## src/rtl/lpm_pkg.sv

```systemverilog
package lpm_pkg;

  typedef enum logic [2:0] {
    ST_RUN     = 3'd0,
    ST_QUIESCE = 3'd1,
    ST_NAP     = 3'd2,
    ST_DOZE    = 3'd3,
    ST_SLEEP   = 3'd4,
    ST_DSLEEP  = 3'd5,
    ST_RELOCK  = 3'd6,
    ST_SETTLE  = 3'd7
  } lpm_state_e;

  typedef enum logic [1:0] {
    MODE_NONE  = 2'b00,
    MODE_NAP   = 2'b01,
    MODE_SLEEP = 2'b10,
    MODE_DEEP  = 2'b11
  } lpm_mode_e;

  typedef struct packed {
    logic qreq;
    logic fetch;
    logic tbdec;
    logic jtag;
    logic fu;
    logic snoop;
    logic pll;
  } lpm_ctl_t;

endpackage

```

## src/rtl/lpm_settle.sv

```systemverilog
module lpm_settle #(
  parameter int unsigned SETTLE_CYC = 8
) (
  input  logic clk_i,
  input  logic rst_ni,
  input  logic count_en_i,
  output logic done_o
);
  localparam int unsigned CW = (SETTLE_CYC > 1) ? $clog2(SETTLE_CYC) : 1;
  localparam logic [CW-1:0] LAST = CW'(SETTLE_CYC - 1);

  logic [CW-1:0] cnt_q;

  always_ff @(posedge clk_i or negedge rst_ni) begin
    if (!rst_ni)         cnt_q <= '0;
    else if (count_en_i) cnt_q <= (cnt_q == LAST) ? cnt_q : cnt_q + 1'b1;
    else                 cnt_q <= '0;
  end

  assign done_o = count_en_i && (cnt_q == LAST);

  // counter restarts whenever settle is left
  p_cnt_clear_r8: assert property (@(posedge clk_i) disable iff (!rst_ni)
    !count_en_i |=> (cnt_q == '0));
endmodule

```

## src/rtl/lpm_seq.sv

```systemverilog
module lpm_seq
  import lpm_pkg::*;
(
  input  logic       clk_i,
  input  logic       rst_ni,
  input  logic       mode_go_i,
  input  logic [1:0] mode_sel_i,
  input  logic       qack_i,
  input  logic       snoop_req_i,
  input  logic       wake_i,
  input  logic       pll_lock_i,
  input  logic       settle_done_i,
  output lpm_state_e state_o
);
  lpm_state_e st_q, st_d;
  lpm_mode_e  tgt_q, tgt_d;

  always_comb begin
    st_d  = st_q;
    tgt_d = tgt_q;
    unique case (st_q)
      ST_RUN: begin
        if (mode_go_i && (mode_sel_i != MODE_NONE)) begin
          st_d  = ST_QUIESCE;
          tgt_d = lpm_mode_e'(mode_sel_i);
        end
      end
      ST_QUIESCE: begin
        if (wake_i) st_d = ST_RUN;
        else if (qack_i) begin
          unique case (tgt_q)
            MODE_NAP:   st_d = ST_NAP;
            MODE_SLEEP: st_d = ST_SLEEP;
            MODE_DEEP:  st_d = ST_DSLEEP;
            default:    st_d = ST_RUN;
          endcase
        end
      end
      ST_NAP: begin
        if (wake_i)           st_d = ST_RUN;
        else if (snoop_req_i) st_d = ST_DOZE;
      end
      ST_DOZE: begin
        if (wake_i)            st_d = ST_RUN;
        else if (!snoop_req_i) st_d = ST_NAP;
      end
      ST_SLEEP:  if (wake_i) st_d = ST_RUN;
      ST_DSLEEP: if (wake_i) st_d = ST_RELOCK;
      ST_RELOCK: if (pll_lock_i) st_d = ST_SETTLE;
      ST_SETTLE: begin
        if (!pll_lock_i)        st_d = ST_RELOCK;
        else if (settle_done_i) st_d = ST_RUN;
      end
      default: st_d = ST_RUN;
    endcase
  end

  always_ff @(posedge clk_i or negedge rst_ni) begin
    if (!rst_ni) begin
      st_q  <= ST_RUN;
      tgt_q <= MODE_NONE;
    end else begin
      st_q  <= st_d;
      tgt_q <= tgt_d;
    end
  end

  assign state_o = st_q;

  p_hold_req_r2: assert property (@(posedge clk_i) disable iff (!rst_ni)
    (st_q == ST_QUIESCE && !qack_i && !wake_i) |=> (st_q == ST_QUIESCE));
  p_nap_to_doze_r4: assert property (@(posedge clk_i) disable iff (!rst_ni)
    (st_q == ST_NAP && snoop_req_i && !wake_i) |=> (st_q == ST_DOZE));
  p_sleep_deaf_r5: assert property (@(posedge clk_i) disable iff (!rst_ni)
    (st_q == ST_SLEEP && !wake_i) |=> (st_q == ST_SLEEP));
  p_deep_deaf_r6: assert property (@(posedge clk_i) disable iff (!rst_ni)
    (st_q == ST_DSLEEP && !wake_i) |=> (st_q == ST_DSLEEP));
  p_wake_run_r7: assert property (@(posedge clk_i) disable iff (!rst_ni)
    ((st_q inside {ST_NAP, ST_DOZE, ST_SLEEP, ST_QUIESCE}) && wake_i) |=> (st_q == ST_RUN));
  p_deep_relock_r8: assert property (@(posedge clk_i) disable iff (!rst_ni)
    (st_q == ST_DSLEEP && wake_i) |=> (st_q == ST_RELOCK));
  p_lock_loss_r8: assert property (@(posedge clk_i) disable iff (!rst_ni)
    (st_q == ST_SETTLE && !pll_lock_i) |=> (st_q == ST_RELOCK));
endmodule

```

## src/rtl/lpm_gate_dec.sv

```systemverilog
module lpm_gate_dec
  import lpm_pkg::*;
(
  input  lpm_state_e state_i,
  output lpm_ctl_t   ctl_o
);
  // field order: qreq fetch tbdec jtag fu snoop pll
  always_comb begin
    unique case (state_i)
      ST_RUN:     ctl_o = 7'b0111111;
      ST_QUIESCE: ctl_o = 7'b1111111;
      ST_NAP:     ctl_o = 7'b1011001;
      ST_DOZE:    ctl_o = 7'b0011011;
      ST_SLEEP:   ctl_o = 7'b1000001;
      ST_DSLEEP:  ctl_o = 7'b1000000;
      ST_RELOCK,
      ST_SETTLE:  ctl_o = 7'b1000001;
      default:    ctl_o = 7'b0111111;
    endcase
  end
endmodule

```

## src/rtl/lpm_dfs.sv

```systemverilog
module lpm_dfs (
  input  logic clk_i,
  input  logic rst_ni,
  input  logic run_i,
  input  logic dfs_i,
  output logic half_freq_o
);
  always_ff @(posedge clk_i or negedge rst_ni) begin
    if (!rst_ni)    half_freq_o <= 1'b0;
    else if (run_i) half_freq_o <= dfs_i;
  end

  p_dfs_frozen_r9: assert property (@(posedge clk_i) disable iff (!rst_ni)
    !run_i |=> $stable(half_freq_o));
endmodule

```

## src/rtl/lpm_ctrl.sv

```systemverilog
module lpm_ctrl
  import lpm_pkg::*;
#(
  parameter int unsigned SETTLE_CYC = 8
) (
  input  logic       clk_i,
  input  logic       rst_ni,
  input  logic       mode_go_i,
  input  logic [1:0] mode_sel_i,
  input  logic       qack_i,
  input  logic       snoop_req_i,
  input  logic       wake_i,
  input  logic       pll_lock_i,
  input  logic       dfs_i,
  output logic       qreq_o,
  output logic       fetch_clk_en_o,
  output logic       tbdec_clk_en_o,
  output logic       jtag_clk_en_o,
  output logic       fu_clk_en_o,
  output logic       snoop_en_o,
  output logic       pll_en_o,
  output logic       half_freq_o
);
  lpm_state_e state;
  lpm_ctl_t   ctl;
  logic       settle_done;

  lpm_seq u_seq (
    .clk_i, .rst_ni, .mode_go_i, .mode_sel_i, .qack_i, .snoop_req_i,
    .wake_i, .pll_lock_i,
    .settle_done_i(settle_done),
    .state_o      (state)
  );

  lpm_settle #(.SETTLE_CYC(SETTLE_CYC)) u_settle (
    .clk_i, .rst_ni,
    .count_en_i(state == ST_SETTLE),
    .done_o    (settle_done)
  );

  lpm_gate_dec u_dec (.state_i(state), .ctl_o(ctl));

  lpm_dfs u_dfs (
    .clk_i, .rst_ni,
    .run_i      (state == ST_RUN),
    .dfs_i,
    .half_freq_o
  );

  assign qreq_o         = ctl.qreq;
  assign fetch_clk_en_o = ctl.fetch;
  assign tbdec_clk_en_o = ctl.tbdec;
  assign jtag_clk_en_o  = ctl.jtag;
  assign fu_clk_en_o    = ctl.fu;
  assign snoop_en_o     = ctl.snoop;
  assign pll_en_o       = ctl.pll;

  // PLL stays on whenever any core clock runs
  p_pll_for_clk_r6: assert property (@(posedge clk_i) disable iff (!rst_ni)
    (fetch_clk_en_o || fu_clk_en_o) |-> pll_en_o);
endmodule

```

## config.mk

```make
export PLATFORM = sky130hd
export DESIGN_NAME = lpm_ctrl
export DESIGN_NICKNAME = d
export VERILOG_FILES = /design/src/rtl/lpm_pkg.sv /design/src/rtl/lpm_settle.sv /design/src/rtl/lpm_seq.sv /design/src/rtl/lpm_gate_dec.sv /design/src/rtl/lpm_dfs.sv /design/src/rtl/lpm_ctrl.sv
export SDC_FILE = /design/constraint.sdc
export NUM_CORES = 1
export LEC_CHECK = 0
export BUFFER_PORTS_ARGS = -buffer_cell sky130_fd_sc_hd__buf_2
export CAP_MARGIN = 5
export CORE_MARGIN = 2
export CORE_UTILIZATION = 55
export DETAILED_ROUTE_END_ITERATION = 6
export PLACE_DENSITY = 0.82
export SYNTH_ARGS = -nofsm -noshare
export SYNTH_HDL_FRONTEND = slang
export SYNTH_HIERARCHICAL = 1
export SYNTH_SLANG_ARGS = --single-unit
export TNS_END_PERCENT = 20
```

## constraint.sdc

```tcl
create_clock -name clk_i -period 3.5 [get_ports clk_i]
set_clock_uncertainty 0.05 [all_clocks]
set_input_delay 0.35 -clock clk_i [delete_from_list [all_inputs] [get_ports clk_i]]
set_output_delay 0.35 -clock clk_i [all_outputs]
set_load 0.01 [all_outputs]
```

==> results.cfg, run 1 <==
[setup_path]
slowest_stage = dfrtp_1
end_kind = flop
critPathMaxFanout = 16
crit_start = u_seq/state_o[2]
path_cells = and3_1 -> and2_2 -> a2bb2oi_4 -> o221ai_2 -> mux2_4
crit_family = flip-flops
r2r-start = u_seq/state_o[2]
slowest_delay_ns = 0.68
worstPathRequired_ns = 3.60
crit_arrival_ns = 2.03
critPathLaunchType = flop
path_class = reg2reg
path_buf_inv = 0

[detailed_routing]
ant_nets = 0
viasPerCell = 5.61
wl_per_cell_um = 12.5
drt_iter0_drc = 5
drtPass1Iterations = 4
drt_wl_total_um = 1240
dr_total_vias = 555
drc = 0

[timing]
slew_headroom_pct = 64.2
rsz0062_at_grt = no
whs_ns = 0.281
maxSlewViolCount = 0
min_period_ns = 1.93
setup_viol = 0
period_share_pct = 55.1
tightest_slew_ns = 0.537
finalHoldViolations = 0
setup_tns_ns = 0
fmax_mhz = 518

[global_routing]
grt_pass1_vias = 488
track_usage_pct = 18.5
grt_max_degree = 17
overflow = 0
antenna_found_initial = 0
grt_pass1_wl_um = 1970

[synth]
syn_inst = 67
synth_cell_type_count = 34
yosys_warnings = 6
syn-cell-area_sq_um = 723
ys_ff_latch = 9
yosysTopAreaCell = dfrtp_1
syn-num-nets = 81
synth_area_per_cell_sq_um = 10.8
synth_area_leaders = dfrtp_1 (31%), ha_1 (6.9%), buf_6 (4.7%)
synth_seq_area_share_pct = 31.1
synth_top_area_share_pct = 31.1

[placed_design]
gp_congestion = 0.782
hpwlAfterDp_um = 909
io_buffers = 17

[min_path]
holdCritStartpoint = dfs_i
hold_path_class = in2reg

[floorplan]
start_util_pct = 57.0
dieHeight_um = 40.3
ioPinCount = 18
dieArea_sq_um = 1620
core_area_sq_um = 1270
die_x_um = 40.3
num_rows = 13

[clock_tree]
cts_setup_buffers = 0
worstSkewPairLatency_ns = 0.26
postCtsHoldBufs = 1
cts_buffer_depth = 2
h-tree-depth = 1
cts_tree = done
cts_buffers = 3
cts.sinks = 9
root_buffer = clkbuf_4
cts.clk_slew.worst_paths_ns = 0.07
cts-resized-gates = 0

[power]
p_per_area_nw_per_um2 = 780
vdd_drop_max_mv = 0.342
p_leak_nw = 0.369

[finish]
nNetsFinal = 99
layout-drive-gt1-share_pct = 39.3
area_growth_pct = 12.6
antenna_cells = 0

[job]
drv_cap = 0

[outcome]
status = completed
-- final timing paths --
check,endpoint,slack [ns],cells after the start
worst min register to register,u_dfs/half_freq_o,0.47,1
worst min-delay path,u_dfs/half_freq_o,0.28,2
min in group asynchronous,u_seq/tgt_q[1],0.44,2
worst max register to register,u_seq/state_o[0],1.57,5
max in group asynchronous,u_seq/state_o[1],2.78,2
worst max-delay path,u_seq/state_o[0],1.57,5
-- per-stage QoR --
stage               cells  total power [W]  setup WS (ns)  instance area, sq um  utilization [%]
floorplan              67         0.000508           1.76                   723                -
global placement       94         0.000545           1.64                   778             61.3
detailed placement     94         0.000556           1.58                   778             61.3
CTS                    99         0.000640           1.57                   815             64.2
global route           99         0.000690           1.44                   815             64.2
finish                 99         0.000636           1.57                   815             64.2
-- final cells by class --
| class | instances | area, sq um |
|---|---|---|
| Timing Repair Buffer | 18 | 95.1 |
| Fill cell | 110 | 454 |
| Tap cell | 15 | 18.8 |
| Sequential cell | 9 | 225 |
| Clock buffer | 4 | 26.3 |
| Inverter | 4 | 15.0 |
| Multi-Input combinational cell | 49 | 434 |
-- Yosys cell counts --
library cell  number
o21a_1             2
mux2_4             2
xnor2_1            1
and2_1             1
nand3_1            3
and2_2             1
nor3_2             2
and3_1             1
a22oi_4            1
a2bb2oi_4          1
inv_1              4
o2111a_1           1
o22a_2             1
ha_1               4
buf_4              2
buf_6              3
nor2b_4            1
or2b_1             1
o221ai_2           1
a21oi_1            2
o21ai_0            2
a2bb2oi_1          1
nand2_1            1
mux2i_1            3
nand3b_1           2
nor2b_1            2
dfrtp_1            9
nor2_1             4
a21bo_2            2
a22oi_2            1
nand2b_1           2
o211ai_1           1
nand4_1            1
a31oi_1            1
-- state kept, by name, indices dropped and copies added, names as in the netlist --
signal / flops
u_seq/state_o: 3
u_settle/cnt_q: 3
u_seq/tgt_q: 2
u_dfs/half_freq_o: 1
-- where the power goes --
part | switching (W) | leakage [nW] | total, W | internal, W
clock | 0.0000374 | 0.0150 | 0.0000813 | 0.0000439
combinational | 0.000148 | 0.239 | 0.000334 | 0.000186
sequential | 0.0000813 | 0.115 | 0.000220 | 0.000139
-- metal layers --
| layer | global-route usage [%] | share of wire, % | vias up |
|---|---|---|---|
| li1 | - | - | 276 |
| met1 | 23.4 | 44 | 261 |
| met2 | 31.0 | 51 | 18 |
| met3 | 3.33 | 4.8 | 0 |
| met4 | 7.50 | 0 | 0 |
| met5 | 0 | 0 | - |
-- placed cells by master (no fill, tap or decap), types with 2 or more instances in the layout --
cell / netlist / routed
nand3b_1: 2 / 2
nor3_2: 2 / 2
buf_2: 0 / 17
o21a_1: 2 / 2
nor2b_1: 2 / 2
mux2_4: 2 / 2
a21oi_1: 2 / 2
a21bo_2: 2 / 2
nor2_1: 4 / 4
inv_1: 4 / 4
dfrtp_1: 9 / 9
nand3_1: 3 / 3
clkbuf_4: 0 / 3
ha_1: 4 / 4
mux2i_1: 3 / 3
o21ai_0: 2 / 2
nand2b_1: 2 / 2
-- kinds of logic after synthesis --
logic type	after synthesis	synth area share (%)
xor+xnor	1	1.21
compound gates	17	24.0
fa+ha+maj	4	6.92
simple gates	22	19.5
buf+inv	9	8.82
mux	5	8.30
flops	9	31.1
Note: power is estimated with default switching activity, not from simulation.
==> inputs of run 2 (changes only) <==
Settings changed: CORE_UTILIZATION 55 to 46, PLACE_DENSITY 0.82 to 0.73.
Clock period 3.5 ns to 1.6 ns, I/O delays scaled along.
==> results.cfg, run 2 (same netlist as run 1, synthesis figures left out) <==
[outcome]
status = finished with violations
failed_checks = negative setup slack

[timing]
min_period_ns = 1.63
whs_ns = 0.0911
maxSlewViolCount = 0
period_share_pct = 102
final.setup.worst_slack_ns = -0.0280
tightest_slew_ns = 0.399
setup_viol = 1
slew_headroom_pct = 73.2
rsz0062_at_grt = yes
finalHoldViolations = 0
fmax_mhz = 614
setup_tns_ns = -0.0280

[job]
drv_cap = 0

[power]
p_per_area_nw_per_um2 = 1700
vdd_drop_max_mv = 0.896
p_leak_nw = 0.435

[setup_path]
critPathMaxFanout = 3
worstPathRequired_ns = 1.69
critPathLaunchType = flop
end_kind = flop
crit_arrival_ns = 1.72
path_class = reg2reg

[finish]
antenna_cells = 0
final_common_cell = buf_2
final_cell_mix = buf_2 (17), buf_4 (12), dfrtp_1 (8)
layout-drive-gt1-share_pct = 50.5
post-route-util_pct = 65.2
stdcell_count = 113
nNetsFinal = 112
area_growth_pct = 34.3

[detailed_routing]
wl_per_cell_um = 12.3
dr_total_vias = 600
drtPass1Iterations = 4
drt_wl_total_um = 1390
viasPerCell = 5.31
drc = 0
drt_iter0_drc = 18
ant_nets = 0

[floorplan]
start_util_pct = 48.6
core_area_sq_um = 1490
dieArea_sq_um = 1910
ioPinCount = 18
num_rows = 14
dieHeight_um = 43.7
die_x_um = 43.7

[clock_tree]
cts_tree = done
cts_buffer_depth = 2
cts.sinks = 9
cts_buffers = 3
worstSkewPairLatency_ns = 0.25
h-tree-depth = 1
cts.clk_slew.worst_paths_ns = 0.06
root_buffer = clkbuf_4

[placed_design]
hpwlAfterDp_um = 1090
post-place-ws_ns = -0.0423
gp_congestion = 0.808
io_buffers = 17
dp.cells = 107

[global_routing]
grt_pass1_wl_um = 2280
antenna_found_initial = 0
gr-usage-met1_pct = 20.6
use_met3_pct = 2.50
track_usage_pct = 16.2
grt.busiest_layer = met2
grt_max_degree = 10
grt_pass1_vias = 543
overflow = 0
use_met2_pct = 27.9

[min_path]
hold_path_class = in2reg
[run 2: cell types whose count changed in the layout (fill, tap and decap cells not counted), sizes merged]
cell  change
buf      +13
[run 2: per-layer routing]
metal,wire length [um],part of all wire (%),vias to the layer above
met5,0,0,-
met1,619,45,275
met3,74,5.3,0
met2,694,50,24
met4,0,0,0
li1,-,-,301
[run 2: where the power goes]
part / leakage (nW) / total, W / internal (W) / switching [W]
clock network: 0.0150 / 0.000170 / 0.0000958 / 0.0000740
logic: 0.307 / 0.00109 / 0.000599 / 0.000495
registers: 0.113 / 0.000386 / 0.000308 / 0.0000772
total: 0.435 / 0.00165 / 0.00100 / 0.000646
[run 2: critical path: stages, from the launching register on]
cell,delay (ns)
dfrtp_1,0.41
ha_4,0.18
ha_4,0.15
and2_4,0.13
a2bb2oi_4,0.18
o221ai_4,0.09
mux2_4,0.32
[run 2: path summary, 6_finish.rpt]
check	startpoint	endpoint	slack, ns	cells past startpoint
worst max-delay path	u_settle/cnt_q[0]	u_seq/state_o[0]	-0.03	6
worst min-delay path	dfs_i	u_dfs/half_freq_o	0.09	2
worst max register to register	u_settle/cnt_q[0]	u_seq/state_o[0]	-0.03	6
worst min register to register	u_dfs/half_freq_o	u_dfs/half_freq_o	0.45	1
max in group asynchronous	rst_ni	u_seq/state_o[1]	1.08	2
min in group asynchronous	rst_ni	u_seq/state_o[0]	0.23	2
[run 2: timing repair]
action,in CTS,in global routing
hold endpoints to repair,9,0
hold buffers,1,0
gates cloned,0,0
pin swaps,2,3
gates resized for setup,0,4
buffers inserted,1,0
setup endpoints to repair,1,3
[run 2: cell type report]
cell class | count | area (sq um)
Clock buffer | 4 | 26.3
Sequential cell | 9 | 226
Tap cell | 16 | 20.0
Fill cell | 117 | 518
Multi-Input combinational cell | 49 | 478
Timing Repair Buffer | 31 | 205
Inverter | 4 | 15.0
[run 2: stage by stage]
step / area, sq um / power (W)
3_5_place_dp: 898 / 0.00142
4_1_cts: 942 / 0.00161
6_report: 971 / 0.00165
2_1_floorplan: 739 / 0.00111
5_1_grt: 971 / 0.00178
3_3_place_gp: 898 / 0.00139
